===== src/rtl/ddp_pkg.sv =====
package ddp_pkg;
  localparam int BYTE_W = 8;
  localparam int NPTR   = 2;
  localparam int AOUT_W = 3 * BYTE_W;

  typedef enum logic [2:0] {
    OP_XDATA_PTR = 3'd0,
    OP_XDATA_REG = 3'd1,
    OP_CODE_RD   = 3'd2,
    OP_JUMP      = 3'd3,
    OP_INC       = 3'd4,
    OP_LOAD      = 3'd5
  } ddp_op_e;

  typedef struct packed {
    logic [BYTE_W-1:0] ext;
    logic [BYTE_W-1:0] hi;
    logic [BYTE_W-1:0] lo;
  } ptr_t;

  typedef struct packed {
    logic              code;
    logic [AOUT_W-1:0] addr;
  } beat_t;
endpackage


===== src/rtl/ddp_sfr_regs.sv =====
module ddp_sfr_regs
  import ddp_pkg::*;
#(
  parameter logic [7:0] A_LO0  = 8'h82,
  parameter logic [7:0] A_HI0  = 8'h83,
  parameter logic [7:0] A_LO1  = 8'h84,
  parameter logic [7:0] A_HI1  = 8'h85,
  parameter logic [7:0] A_SEL  = 8'h86,
  parameter logic [7:0] A_EXT0 = 8'h93,
  parameter logic [7:0] A_EXT1 = 8'h95,
  parameter logic [7:0] A_MID  = 8'hA1,
  parameter logic [7:0] A_TOP  = 8'hA2
) (
  input  logic                    clk,
  input  logic                    rst_n,
  input  logic                    wr_en,
  input  logic [7:0]              addr,
  input  logic [BYTE_W-1:0]       wr_data,
  output logic [BYTE_W-1:0]       rd_data,
  input  logic                    upd_en,
  input  logic [2*BYTE_W-1:0]     upd_val,
  output ptr_t                    ptr_o [NPTR],
  output logic                    sel_o,
  output logic [BYTE_W-1:0]       mid_o,
  output logic [BYTE_W-1:0]       top_o
);
  localparam logic [7:0] LO_A  [NPTR] = '{A_LO0, A_LO1};
  localparam logic [7:0] HI_A  [NPTR] = '{A_HI0, A_HI1};
  localparam logic [7:0] EXT_A [NPTR] = '{A_EXT0, A_EXT1};

  logic              sel_q;
  logic [BYTE_W-1:0] mid_q, top_q;

  for (genvar i = 0; i < NPTR; i++) begin : g_ptr
    ptr_t r_q;
    always_ff @(posedge clk or negedge rst_n) begin
      if (!rst_n) begin
        r_q <= '0;
      end else begin
        if (upd_en && (sel_q == 1'(i))) begin
          {r_q.hi, r_q.lo} <= upd_val;
        end else begin
          if (wr_en && addr == LO_A[i]) r_q.lo <= wr_data;
          if (wr_en && addr == HI_A[i]) r_q.hi <= wr_data;
        end
        if (wr_en && addr == EXT_A[i]) r_q.ext <= wr_data;
      end
    end
    assign ptr_o[i] = r_q;
  end

  always_ff @(posedge clk or negedge rst_n) begin
    if (!rst_n) begin
      sel_q <= 1'b0;
      mid_q <= '0;
      top_q <= '0;
    end else if (wr_en) begin
      if (addr == A_SEL) sel_q <= wr_data[0];
      if (addr == A_MID) mid_q <= wr_data;
      if (addr == A_TOP) top_q <= wr_data;
    end
  end

  always_comb begin
    rd_data = '0;
    for (int i = 0; i < NPTR; i++) begin
      if (addr == LO_A[i])  rd_data = ptr_o[i].lo;
      if (addr == HI_A[i])  rd_data = ptr_o[i].hi;
      if (addr == EXT_A[i]) rd_data = ptr_o[i].ext;
    end
    if (addr == A_SEL) rd_data = {{(BYTE_W-1){1'b0}}, sel_q};
    if (addr == A_MID) rd_data = mid_q;
    if (addr == A_TOP) rd_data = top_q;
  end

  assign sel_o = sel_q;
  assign mid_o = mid_q;
  assign top_o = top_q;
endmodule


===== src/rtl/ddp_addr_gen.sv =====
module ddp_addr_gen
  import ddp_pkg::*;
(
  input  ddp_op_e               op,
  input  logic [BYTE_W-1:0]     ri,
  input  logic [BYTE_W-1:0]     acc,
  input  logic [2*BYTE_W-1:0]   imm,
  input  ptr_t                  ptr_i [NPTR],
  input  logic                  sel,
  input  logic [BYTE_W-1:0]     mid,
  input  logic [BYTE_W-1:0]     top,
  output logic                  emit,
  output beat_t                 beat,
  output logic                  upd,
  output logic [2*BYTE_W-1:0]   upd_val
);
  ptr_t                cur;
  logic [2*BYTE_W-1:0] cur16;
  logic [2*BYTE_W-1:0] idx_sum;

  assign cur     = ptr_i[sel];
  assign cur16   = {cur.hi, cur.lo};
  assign idx_sum = cur16 + {{BYTE_W{1'b0}}, acc};

  always_comb begin
    emit    = 1'b0;
    upd     = 1'b0;
    upd_val = cur16;
    beat    = '0;
    unique case (op)
      OP_XDATA_PTR: begin
        emit      = 1'b1;
        beat.addr = {cur.ext, cur.hi, cur.lo};
      end
      OP_XDATA_REG: begin
        emit      = 1'b1;
        beat.addr = {top, mid, ri};
      end
      OP_CODE_RD, OP_JUMP: begin
        emit      = 1'b1;
        beat.code = 1'b1;
        beat.addr = {{BYTE_W{1'b0}}, idx_sum};
      end
      OP_INC: begin
        upd     = 1'b1;
        upd_val = cur16 + 1'b1;
      end
      OP_LOAD: begin
        upd     = 1'b1;
        upd_val = imm;
      end
      default: ;
    endcase
  end
endmodule


===== src/rtl/ddp_out_stage.sv =====
module ddp_out_stage #(
  parameter int W = 25
) (
  input  logic         clk,
  input  logic         rst_n,
  input  logic         in_take,
  input  logic         in_emit,
  input  logic [W-1:0] in_data,
  output logic         in_ready,
  output logic         out_valid,
  input  logic         out_ready,
  output logic [W-1:0] out_data
);
  assign in_ready = !out_valid || out_ready;

  always_ff @(posedge clk or negedge rst_n) begin
    if (!rst_n) begin
      out_valid <= 1'b0;
      out_data  <= '0;
    end else if (in_ready) begin
      out_valid <= in_take && in_emit;
      if (in_take && in_emit) out_data <= in_data;
    end
  end
endmodule


===== src/rtl/ddp_unit.sv =====
module ddp_unit
  import ddp_pkg::*;
#(
  parameter logic [7:0] A_LO0  = 8'h82,
  parameter logic [7:0] A_HI0  = 8'h83,
  parameter logic [7:0] A_LO1  = 8'h84,
  parameter logic [7:0] A_HI1  = 8'h85,
  parameter logic [7:0] A_SEL  = 8'h86,
  parameter logic [7:0] A_EXT0 = 8'h93,
  parameter logic [7:0] A_EXT1 = 8'h95,
  parameter logic [7:0] A_MID  = 8'hA1,
  parameter logic [7:0] A_TOP  = 8'hA2
) (
  input  logic        clk,
  input  logic        rst_n,
  input  logic        sfr_wr_en,
  input  logic [7:0]  sfr_addr,
  input  logic [7:0]  sfr_wdata,
  output logic [7:0]  sfr_rdata,
  input  logic        req_valid,
  output logic        req_ready,
  input  logic [2:0]  req_op,
  input  logic [7:0]  req_ri,
  input  logic [7:0]  req_acc,
  input  logic [15:0] req_imm,
  output logic        addr_valid,
  input  logic        addr_ready,
  output logic [23:0] addr_out,
  output logic        addr_code
);
  localparam int BEAT_W = $bits(beat_t);

  ptr_t              ptr_w [NPTR];
  logic              sel_q;
  logic [BYTE_W-1:0] mid_w, top_w;
  logic              emit_w, upd_w, take_w;
  logic [15:0]       upd_val_w;
  beat_t             beat_w, beat_q;
  logic [7:0]        ext0_q, ext1_q;

  assign take_w = req_valid && req_ready;
  assign ext0_q = ptr_w[0].ext;
  assign ext1_q = ptr_w[1].ext;

  ddp_sfr_regs #(
    .A_LO0(A_LO0), .A_HI0(A_HI0), .A_LO1(A_LO1), .A_HI1(A_HI1),
    .A_SEL(A_SEL), .A_EXT0(A_EXT0), .A_EXT1(A_EXT1),
    .A_MID(A_MID), .A_TOP(A_TOP)
  ) u_regs (
    .clk     (clk),
    .rst_n   (rst_n),
    .wr_en   (sfr_wr_en),
    .addr    (sfr_addr),
    .wr_data (sfr_wdata),
    .rd_data (sfr_rdata),
    .upd_en  (take_w && upd_w),
    .upd_val (upd_val_w),
    .ptr_o   (ptr_w),
    .sel_o   (sel_q),
    .mid_o   (mid_w),
    .top_o   (top_w)
  );

  ddp_addr_gen u_gen (
    .op      (ddp_op_e'(req_op)),
    .ri      (req_ri),
    .acc     (req_acc),
    .imm     (req_imm),
    .ptr_i   (ptr_w),
    .sel     (sel_q),
    .mid     (mid_w),
    .top     (top_w),
    .emit    (emit_w),
    .beat    (beat_w),
    .upd     (upd_w),
    .upd_val (upd_val_w)
  );

  ddp_out_stage #(.W(BEAT_W)) u_out (
    .clk       (clk),
    .rst_n     (rst_n),
    .in_take   (take_w),
    .in_emit   (emit_w),
    .in_data   (beat_w),
    .in_ready  (req_ready),
    .out_valid (addr_valid),
    .out_ready (addr_ready),
    .out_data  (beat_q)
  );

  assign addr_out  = beat_q.addr;
  assign addr_code = beat_q.code;
endmodule


===== config.mk =====
export PLATFORM = sky130hd
export DESIGN_NAME = ddp_unit
export DESIGN_NICKNAME = d
export VERILOG_FILES = /design/src/rtl/ddp_pkg.sv /design/src/rtl/ddp_sfr_regs.sv /design/src/rtl/ddp_addr_gen.sv /design/src/rtl/ddp_out_stage.sv /design/src/rtl/ddp_unit.sv
export SDC_FILE = /design/constraint.sdc
export NUM_CORES = 1
export LEC_CHECK = 0
export ABC_AREA = 1
export BUFFER_PORTS_ARGS = -buffer_cell sky130_fd_sc_hd__buf_2
export CORE_UTILIZATION = 55
export DETAILED_ROUTE_END_ITERATION = 7
export GPL_TIMING_DRIVEN = 0
export PLACE_DENSITY = 0.77
export SLEW_MARGIN = 10
export SYNTH_ARGS = -nofsm -noshare
export SYNTH_HDL_FRONTEND = slang
export SYNTH_HIERARCHICAL = 1
export SYNTH_SLANG_ARGS = --single-unit

===== constraint.sdc =====
create_clock -name clk -period 5.3 [get_ports clk]
set_clock_uncertainty 0.2 [all_clocks]
set_input_delay 0.265 -clock clk [delete_from_list [all_inputs] [get_ports clk]]
set_output_delay 0.265 -clock clk [all_outputs]
set_load 0.05 [all_outputs]

==> impl_results.md <==
* CP Depth at 16
* Via density at 5.627
* Lkg Pwr at 3.907 nW
* Initial Util at 0.5711
* Mapped Cells at 991
* Die W at 111.3 microns
* 1st-pass router iterations at 8
* Total Power at 2.239 mW
* Routed len/inst at 16.53 microns
* Htree depth at 3
* # setup viols final at 0
* Seq/Total Area, Yosys at 0.3463
* R2R depth at 16
* Die height at 111.3 microns
* End of the worst register-to-register path: u_out/out_data[12]
* # hold bufs at CTS at 1
* Final Hold Fails at 0
* EDFF count, synth at 0
* Fmax achieved at 359.3 MHz
* Final Cycle Share at 0.5252
* Routed Wire Length at 20490 microns
* Post-CTS Setup Bufs at 0
* Setup crit start: u_regs/sel_o
* Worst Tran Pin Value at 715.7 ps
* Placed cell count at 1224
* Synth warn at 6
* Worst-Skew Late Latency at 350 ps
* Global Route Usage Sum at 0.3452
* N_diodes at 0
* Crit. End Element: flop
* Maximum fanout along the worst path at 10
* Req. time, crit path at 5350 ps
* Largest net degree at the start of global routing at 66
* Hold path depth at 5
* Setup Slack @ Placement at 2416 ps
* Post-synthesis area per instance at 6.636 sq um
* Multi-input logic area at 3734 sq um
* I/O pin cnt at 91
* First-pass GRT wire length at 32570 microns
* Layout filler cell count at 1106
* Crit path time final at 2783 ps
* CP Buf/Inv Count at 3
* Initial antenna violation count at 0
* Maximum VDD drop at 0.2372 mV
* RR Startpoint: u_regs/sel_o
* Cell mode on critical path: nand2_1
* Yosys reg bits at 91
* Seq. cell area at 2277 sq um
* Failing checks: design-rule violations
* Met1 Use GR at 0.4578
* Area of the mapped netlist at 6576 sq um
* Setup total negative slack at 0 ps
* DRC Markers at 18
* Die Area at 12400 sq um
* Slew Limit Fails at 0
* Max Cap Viol at 0
* RD Place Congestion at 1.002
* Asr flop ratio synth at 1.000
* Startpoint types: flop
* Share of layout cells above drive strength 1 at 0.1805
* Vias at 6978
* WP data arrival at 2830 ps
* CP cell instances: buf_6 -> nand2_1 -> nand2_1 -> ha_1 -> inv_1 -> fa_1 -> inv_1 -> nand3_1 -> nand3_1 -> nand2_1 -> nand2_1 -> nand3_1 -> nand2_1 -> o21ai_1 -> nand3_1 -> nand2_1
* Worst hold slack at 87.61 ps
* Critical path's slowest cell: dfrtp_1
* Cell family contributing the most delay on the critical path: simple AND/OR/NAND/NOR gates
* Synth Net Count at 1057
* Post-cts repair resize count at 0
* Area added between synthesis and finish at 14.42%
* Total CTS buffers at 9
* # port buffers at 89
* Clk sinks at 91
* Power Dens Cells at 297.6 nW/um^2
* Synth unique cells at 44
* CP peak stage delay at 480 ps
* Kind of critical path: reg2reg
* Crit path setup slack, layout at 2517 ps
* Core Region at 11520 sq um
* Leading cell type in the layout, fill and taps excluded: nand2_1
* Unrepaired setup endpoints after global routing: no
* Initial DRC count at 706
* Busiest grt layer: met2
* Class of the worst hold path: in2reg
* Row count at 39
* TritonCTS clock tree: done
* Grt ovf at 0
* Commonest non-fill, non-tap cells in the layout: nand2_1 (378), nand3_1 (119), buf_2 (91), dfrtp_1 (91), inv_1 (88)
* Dominant synthesized flop cell: dfrtp_1
* Nets at 1159
* Clk slew on worst S/H paths at 70 ps
* Routed Antenna Nets at 0
* Status: finished, violations left
* Final HPWL DP at 15870 microns
* Met2 Track Usage GR at 0.5413
* FF-to-FF setup slack at 2520 ps
* Root buffer cell: clkbuf_16
* Vias in the first global route at 6305
* Crit path to: u_out/out_data[12]
* Cell Count, Final, Fillers Out at 1240
* Clk buf depth at 2
* Normalized max-slew margin at 0.5168
* Met3 Use GR at 0.05607
tightest hold or removal path: cells and delay by family:
kind / cells / cell delay, ps
buffers and inverters: 1 / 80
AO/OA/AOI/OAI: 1 / 70
AND/OR/NAND/NOR: 3 / 190
synth_stat cells, types with 10 or more instances:
| cell type | number | area, sq um |
|---|---|---|
| or2_2 | 10 | 62.56 |
| o211ai_1 | 13 | 97.59 |
| nand3_1 | 119 | 595.6 |
| o21ai_1 | 10 | 50.05 |
| nor2_1 | 65 | 244.0 |
| a22oi_1 | 14 | 105.1 |
| inv_1 | 88 | 330.3 |
| clkbuf_1 | 12 | 45.04 |
| o21ai_0 | 53 | 265.3 |
| nand2_1 | 378 | 1419 |
| dfrtp_1 | 91 | 2277 |
| nand2_2 | 33 | 206.5 |
layout make-up:
class                      count  share of cell area
buffer                        28             0.02461
tap                          143             0.02378
clock buffer                  11             0.03093
multi-input combinational    772              0.4962
sequential                    91              0.3026
timing repair buffer          91             0.06452
clock inverter                 4            0.006817
inverter                     100             0.05055
through the flow:
step	utilization	area, sq um
after floorplan	-	6576
final	0.6534	7525
after CTS	0.6534	7525
after detailed placement	0.6279	7231
after global placement	0.6253	7201
after global routing	0.6534	7525
power breakdown:
part | switching, mW | internal (mW)
combinational | 0.520 | 0.217
sequential | 0.0785 | 0.783
clock | 0.277 | 0.364
total | 0.875 | 1.36
worst min path at each step:
stage	from	end	slack, ps
2_1_floorplan	rst_n	u_out/out_data[0]	-230
3_5_place_dp	rst_n	u_out/out_data[4]	10
6_report	req_ri[4]	u_out/out_data[4]	90
5_1_grt	req_ri[1]	u_out/out_data[1]	110
4_1_cts	req_ri[4]	u_out/out_data[4]	80
3_3_place_gp	u_out/out_data[24]	u_out/out_data[24]	250
metal layers:
metal / vias up / routed length, microns
met5: - / 0
met4: 0 / 1031
met3: 67 / 1763
met2: 352 / 9178
met1: 3162 / 8520
li1: 3397 / -
flip-flops by register name, summed over array words and instances, names as in the netlist:
| name | count |
|---|---|
| u_regs/ptr_o | 48 |
| u_regs/mid_o | 8 |
| u_out/out_valid | 1 |
| u_out/out_data | 25 |
| u_regs/sel_o | 1 |
| u_regs/top_o | 8 |
kinds of logic (layout without fill, tap and decap cells):
kind of cell / after synthesis / after routing / synth area share
adder cells (fa/ha/maj): 10 / 10 / 0.02017
AO/OA/AOI/OAI: 117 / 117 / 0.1105
flip-flops: 91 / 91 / 0.3463
buffers and inverters: 128 / 234 / 0.08600
XOR/XNOR: 1 / 1 / 0.001332
multiplexers: 7 / 7 / 0.01065
AND/OR/NAND/NOR: 637 / 637 / 0.4250
Power figures use the tool's default switching activity.
